[config.mk]
export PLATFORM = sky130hd
export DESIGN_NAME = eoi_coalesce_tracker
export DESIGN_NICKNAME = d
export VERILOG_FILES = /design/src/rtl/eoi_coalesce_tracker.sv
export SDC_FILE = /design/constraint.sdc
export NUM_CORES = 1
export LEC_CHECK = 0
export BUFFER_PORTS_ARGS = -buffer_cell sky130_fd_sc_hd__buf_2
export CAP_MARGIN = 30
export CORE_MARGIN = 8
export CORE_UTILIZATION = 60
export DETAILED_ROUTE_END_ITERATION = 7
export GPL_TIMING_DRIVEN = 0
export PLACE_DENSITY = 0.84
export SETUP_SLACK_MARGIN = 0.2
export SLEW_MARGIN = 20
export SYNTH_ARGS = -nofsm -noshare
export SYNTH_HDL_FRONTEND = slang
export SYNTH_SLANG_ARGS = --single-unit
[constraint.sdc]
create_clock -name clk -period 3.6 [get_ports clk]
set_input_delay 0.72 -clock clk [delete_from_list [all_inputs] [get_ports clk]]
set_output_delay 0.72 -clock clk [all_outputs]
set_load 0.01 [all_outputs]
[src/rtl/eoi_coalesce_tracker.sv]
module eoi_coalesce_tracker #(
  parameter int N_CPU = 16,
  parameter int IW    = $clog2(N_CPU),
  parameter int CW    = $clog2(N_CPU + 1)
) (
  input  logic             clk,
  input  logic             rst_n,
  input  logic             trk_clear,
  input  logic             dlv_valid,
  input  logic             dlv_track,
  input  logic [N_CPU-1:0] dlv_map,
  input  logic             eoi_valid,
  input  logic [IW-1:0]    eoi_cpu,
  output logic             eoi_ready,
  input  logic             rs_valid,
  input  logic [IW-1:0]    rs_cpu,
  input  logic             rs_match,
  input  logic             rs_pending,
  output logic             rs_ready,
  output logic [N_CPU-1:0] dest_map,
  output logic [CW-1:0]    pend_cnt,
  output logic             coalesce,
  output logic             err_busy,
  output logic             err_uflow
);

  logic [CW-1:0]    dlv_pop;
  logic [N_CPU-1:0] map_nx;
  logic [CW-1:0]    cnt_nx;
  logic             busy_nx, uflow_nx;
  logic             eoi_fire, rs_fire, eoi_hit, rs_cur;

  assign eoi_ready = !trk_clear && !dlv_valid;
  assign rs_ready  = eoi_ready && !eoi_valid;
  assign eoi_fire  = eoi_valid && eoi_ready;
  assign rs_fire   = rs_valid && rs_ready && rs_match;
  assign eoi_hit   = dest_map[eoi_cpu];
  assign rs_cur    = dest_map[rs_cpu];
  assign coalesce  = (pend_cnt != '0);

  always_comb begin
    dlv_pop = '0;
    for (int i = 0; i < N_CPU; i++)
      dlv_pop = dlv_pop + {{(CW-1){1'b0}}, dlv_map[i]};
  end

  always_comb begin
    map_nx   = dest_map;
    cnt_nx   = pend_cnt;
    busy_nx  = 1'b0;
    uflow_nx = 1'b0;
    if (trk_clear) begin
      map_nx = '0;
      cnt_nx = '0;
    end else if (dlv_valid) begin
      if (dlv_track) begin
        if (pend_cnt == '0) begin
          map_nx = dlv_map;
          cnt_nx = dlv_pop;
        end else begin
          busy_nx = 1'b1;
        end
      end
    end else if (eoi_fire) begin
      if (eoi_hit) begin
        map_nx[eoi_cpu] = 1'b0;
        if (pend_cnt == '0) uflow_nx = 1'b1;
        else cnt_nx = pend_cnt - 1'b1;
      end
    end else if (rs_fire && (rs_cur != rs_pending)) begin
      map_nx[rs_cpu] = rs_pending;
      if (rs_pending) begin
        if (pend_cnt != CW'(N_CPU)) cnt_nx = pend_cnt + 1'b1;
      end else if (pend_cnt == '0) begin
        uflow_nx = 1'b1;
      end else begin
        cnt_nx = pend_cnt - 1'b1;
      end
    end
  end

  always_ff @(posedge clk or negedge rst_n) begin
    if (!rst_n) begin
      dest_map  <= '0;
      pend_cnt  <= '0;
      err_busy  <= 1'b0;
      err_uflow <= 1'b0;
    end else begin
      dest_map  <= map_nx;
      pend_cnt  <= cnt_nx;
      err_busy  <= busy_nx;
      err_uflow <= uflow_nx;
    end
  end

endmodule

### Word level (Yosys, flattened, before mapping)

Cells that the tools add are included.
Widths: inputs -> output; s select.

| operators by class | value |
|---|---|
| equality and inequality tests | 6 |
| bitwise operators | 2 |
| $add $sub $neg | 17 |
| reductions and logical operators | 16 |
| mux-type cells | 37 |
| $lt $le $gt $ge | 4 |

Operators with widths:

| operator | number |
|---|---|
| $mux 16 | 7 |
| $add 5x1->5 | 11 |
| $mux 5 | 10 |
| $and 16x16->16 | 1 |
| $bwmux 16 | 1 |
| $not 16->16 | 1 |
| $mux 1 | 15 |
| $lt 4x5->1 const B | 2 |
| $bmux 1 s4 | 2 |
| $demux 1 s4 | 2 |
| $ge 4x1->1 const B | 2 |
| $logic_and 1x1->1 | 8 |
| $ne 3x2->1 const B | 2 |
| $add 4x1->5 | 1 |
| $add 5x1->5 const B | 1 |
| $logic_not 5->1 | 1 |
| $ne 5x3->1 const B | 1 |
| $ne 5x5->1 const B | 1 |
| $reduce_and 5->1 | 1 |
| $reduce_bool 5->1 | 1 |
| $sub 5x1->5 const B | 1 |
| $add 3x1->4 | 1 |
| $ne 4x3->1 const B | 1 |
| $reduce_and 4->1 | 1 |
| other kinds (5) | 7 |

| word-level totals | value |
|---|---|
| input port bits | 33 |
| output and inout port bits | 26 |
| word-level logic and storage cells | 86 |
| register bits after elaboration | 23 |

### Longest topological paths before layout

| logic depth | value |
|---|---|
| word-level depth | 19 |
| mapped depth | 15 |
| mapped depth without buffers | 15 |

### Worst setup path before layout

No wires, ideal clock.

| timing | value |
|---|---|
| path type | in2reg |
| start | input port dlv_map[0] |
| end | register pend_cnt[3] |
| path buffers | 0 |
| setup slack | -281 ps |
| stages | 13 |
| data required time | 3475 ps |
| arrival | 3756 ps |
| library setup time | 125 ps |
| cell sequence | inv_1 > fa_1 > fa_1 > fa_1 > fa_1 > inv_1 > ha_1 > a21o_1 > a21oi_1 > xnor2_1 > nand2_1 > a21boi_0 > mux2_4 |

| between the ends | value |
|---|---|
| longest elaborated chain between the ends | 19 |

RTL lines:

| element | RTL line | source |
|---|---|---|
| start, declared | 11 | `input logic [N_CPU-1:0] dlv_map,` |
| $add 1x1->2 | 44 | `dlv_pop = dlv_pop + {{(CW-1){1'b0}}, dlv_map[i]};` |
| $add 2x1->3 | 44 |  |
| $add 3x1->4 | 44 |  |
| $add 4x1->5 | 44 |  |
| $add 5x1->5 (11 in a row) | 44 |  |
| $mux 5 | 57 | `if (pend_cnt == '0) begin` |
| $mux 5 | 56 | `if (dlv_track) begin` |
| $mux 5 | 55 | `end else if (dlv_valid) begin` |
| $mux 5 | 52 | `if (trk_clear) begin` |
| end signal, assigned | 90 | `pend_cnt <= cnt_nx;` |
| end, declared | 21 | `output logic [CW-1:0] pend_cnt,` |

Every way passes these cells. The select of a mux whose other input is x is not followed.
A chain may end at the register's enable or synchronous reset.

### Worst setup path after layout

| timing | value |
|---|---|
| start | input port dlv_map[1] |
| end | register pend_cnt[4] |

The elaborated chain is that of the path after synthesis.

==> results.sh <==
export IMPL_synth_enable_flop_cells=0
export IMPL_first_iter_violations=494
export IMPL_wl_um=9203
export IMPL_fin_cells=421
export IMPL_dr_pass1_iters=7
export IMPL_layout_area_seq_um2=575.6
export IMPL_tns_ns=-0.3796
export IMPL_port_buffers=53
export IMPL_clk_latency_ns=0.28
export IMPL_grt_pass1_vias=2836
export IMPL_yosysTopAreaCell="dfrtp_1"
export IMPL_design_area_mm2=0.003281
export IMPL_synth_cell_types=59
export IMPL_die_area_mm2=0.007022
export IMPL_yosysWarningCount=0
export IMPL_synth_top_area_share=0.2087
export IMPL_power_density_mw_per_mm2=507.5
export IMPL_failed_checks="negative setup slack"
export IMPL_worstSetupStartpoint="dlv_map[1]"
export IMPL_ys_flop_type="dfrtp_1"
export IMPL_avgViaCountPerCell=6.898
export IMPL_dp_hpwl_um=6964
export IMPL_netlist_instances=309
export IMPL_cts_buffers=3
export IMPL_setup_ws_ns=-0.1449
export IMPL_grt_overflow=0
export IMPL_worstRegToRegCells=8
export IMPL_vias=2904
export IMPL_die_w_um=83.80
export IMPL_start_util=0.6290
export IMPL_multi_input_area_mm2=0.001989
export IMPL_fin_nets=420
export IMPL_drc=0
export IMPL_avgSynthCellArea_um2=8.924
export IMPL_setup_viol=3
export IMPL_cts_tree="yes"
export IMPL_max_slew_worst_pin_slew_ns=0.8519
export IMPL_num_rows=24
export IMPL_p_total_w=0.001665
export IMPL_r2r_end="dest_map[1]"
export IMPL_endpoint_kind="flop"
export IMPL_required_ns=3.75
export IMPL_h_tree_depth=1
export IMPL_clk_path_buf_depth=2
export IMPL_rrSetupSlack_ns=0.28
export IMPL_place_area_mm2=0.003132
export IMPL_rr_startpoint="pend_cnt[1]"
export IMPL_fillers=343
export IMPL_grt_usage=0.2530
export IMPL_critPathMaxFanout=2
export IMPL_grt_max_degree=24
export IMPL_antenna_found_initial=0
export IMPL_fmax_ghz=0.2670
export IMPL_synth_top_cells_by_area="dfrtp_1 (21%), fa_1 (7.3%), inv_1 (4.2%)"
export IMPL_critPathLaunchType="input port"
export IMPL_slew_headroom=0.4240
export IMPL_dp_cells=414
export IMPL_synth_seq_area_share=0.2087
export IMPL_ant_nets=0
export IMPL_cts_sinks=23
export IMPL_fin_skew_ns=0.007919
export IMPL_area_growth_pct=18.97
export IMPL_die_height_um=83.80
export IMPL_vdd_drop_max_v=0.0003746
export IMPL_crit_type="in -> reg"
export IMPL_ios=59
export IMPL_min_delay_path_class="in -> async"
export IMPL_layout_min_cycle_time_ns=3.745
export IMPL_synth_async_reset_ratio=1.000
export IMPL_synth_area_mm2=0.002758
export IMPL_synth_fp_nets=359
export IMPL_clkTransAtPathRegs_ns=0.10
export IMPL_wl_per_cell_um=21.86
export IMPL_status="finished with violations"
export IMPL_hold_viol_final=0
export IMPL_arrival_ns=3.90
export IMPL_rsz0062_at_grt="yes"
export IMPL_root_buffer="clkbuf_8"
export IMPL_synth_seq_cells=23
export IMPL_grt_pass1_wl_um=14750
export IMPL_finalMaxSlewViolations=0
export IMPL_fin_crit_sh=1.040
export IMPL_drive_above_1_share=0.3415
export IMPL_fin_util=0.7483
export IMPL_gp_congestion=1.029
export IMPL_n_antenna_cell=0
export IMPL_cap_viol_max_count=0
export IMPL_core_area_mm2=0.004384
export IMPL_p_leak_nw=1.412
[registers in the layout (all words and copies together), names as in the netlist]
signal     flops
dest_map      16
err_busy       1
err_uflow      1
pend_cnt       5
[repair_timing]
item,in CTS,in global routing
endpoints found under the setup margin,5,6
pin swaps,7,5
hold buffers,0,0
gates resized for setup,18,7
buffers inserted,2,1
[worst max-delay path: stages]
cell     delay [ns]
buf_8          0.08
inv_4          0.03
fa_1           0.49
fa_1           0.53
fa_2           0.44
fa_1           0.50
inv_2          0.05
ha_4           0.16
fa_2           0.36
a21oi_2        0.17
o32ai_2        0.09
a31oi_1        0.18
mux2i_1        0.11
[stage by stage]
stage	hold WS, ns	setup WS, ns
after floorplan	0.4244	-0.1747
after global placement	0.6023	-0.4841
after detailed placement	0.6096	-0.5862
after CTS	0.4625	-0.1649
after global routing	0.4666	-0.2519
final	0.4329	-0.1449
[Yosys cell counts, types with 5 or more instances]
cell / n
fa_1: 10
a222oi_1: 6
o211ai_1: 7
nand2_1: 18
a221oi_1: 10
inv_1: 31
nand4_1: 8
mux4_2: 5
o31ai_1: 6
a21oi_1: 14
nor2b_1: 7
ha_1: 7
mux2i_1: 6
dfrtp_1: 23
clkbuf_1: 17
nand2b_1: 6
o21ai_0: 11
nor2_1: 16
or2_2: 5
a311oi_1: 7
a21oi_2: 8
a211oi_1: 5
mux2_2: 8
[cell families after synthesis]
family | after synthesis | synth area share
AO/OA/AOI/OAI | 101 | 0.2981
buffers and inverters | 56 | 0.08893
XOR/XNOR | 5 | 0.01860
flip-flops | 23 | 0.2087
AND/OR/NAND/NOR | 84 | 0.1642
adder cells (fa/ha/maj) | 17 | 0.1044
multiplexers | 23 | 0.1171
[metal layers]
layer / part of all wire / track usage / routed length, µm
met4: 0.020 / 0.05495 / 187
met2: 0.46 / 0.4028 / 4224
met3: 0.12 / 0.05566 / 1093
met1: 0.40 / 0.3394 / 3698
met5: 0 / 0 / 0
[power by group]
group	internal [W]	switching, W	total (W)
clock	0.0000795	0.000101	0.000181
sequential	0.000326	0.000118	0.000445
combinational	0.000493	0.000547	0.00104
total	0.000899	0.000766	0.00166
[worst max path at each step]
| stage | end | slack [ns] | depth (start not counted) |
|---|---|---|---|
| 4_1_cts | pend_cnt[4] | -0.16 | 13 |
| 3_3_place_gp | pend_cnt[4] | -0.48 | 13 |
| 5_1_grt | pend_cnt[3] | -0.25 | 16 |
| 6_report | pend_cnt[4] | -0.14 | 13 |
| 3_5_place_dp | pend_cnt[3] | -0.59 | 16 |
| 2_1_floorplan | pend_cnt[3] | -0.17 | 13 |
[area by class of cell]
type | count | area share
Inverter | 31 | 0.04081
Sequential cell | 23 | 0.1754
Clock buffer | 4 | 0.01373
Timing Repair Buffer | 56 | 0.1045
Tap cell | 52 | 0.01983
Multi-Input combinational cell | 230 | 0.6064
Buffer | 25 | 0.03928
[cell usage in the layout, fill, tap and decap left out, types with 7 or more instances in the layout]
cell	n
nand4_1	8
a221oi_1	10
inv_2	7
a311oi_1	7
buf_6	10
o21ai_0	11
a21oi_2	10
nor2b_1	7
a21oi_1	12
o211ai_1	7
clkbuf_1	18
nor2_1	16
nand2_1	18
dfrtp_1	23
mux2_2	7
buf_2	50
inv_1	21
fa_1	8
Power figures use the tool's default switching activity.
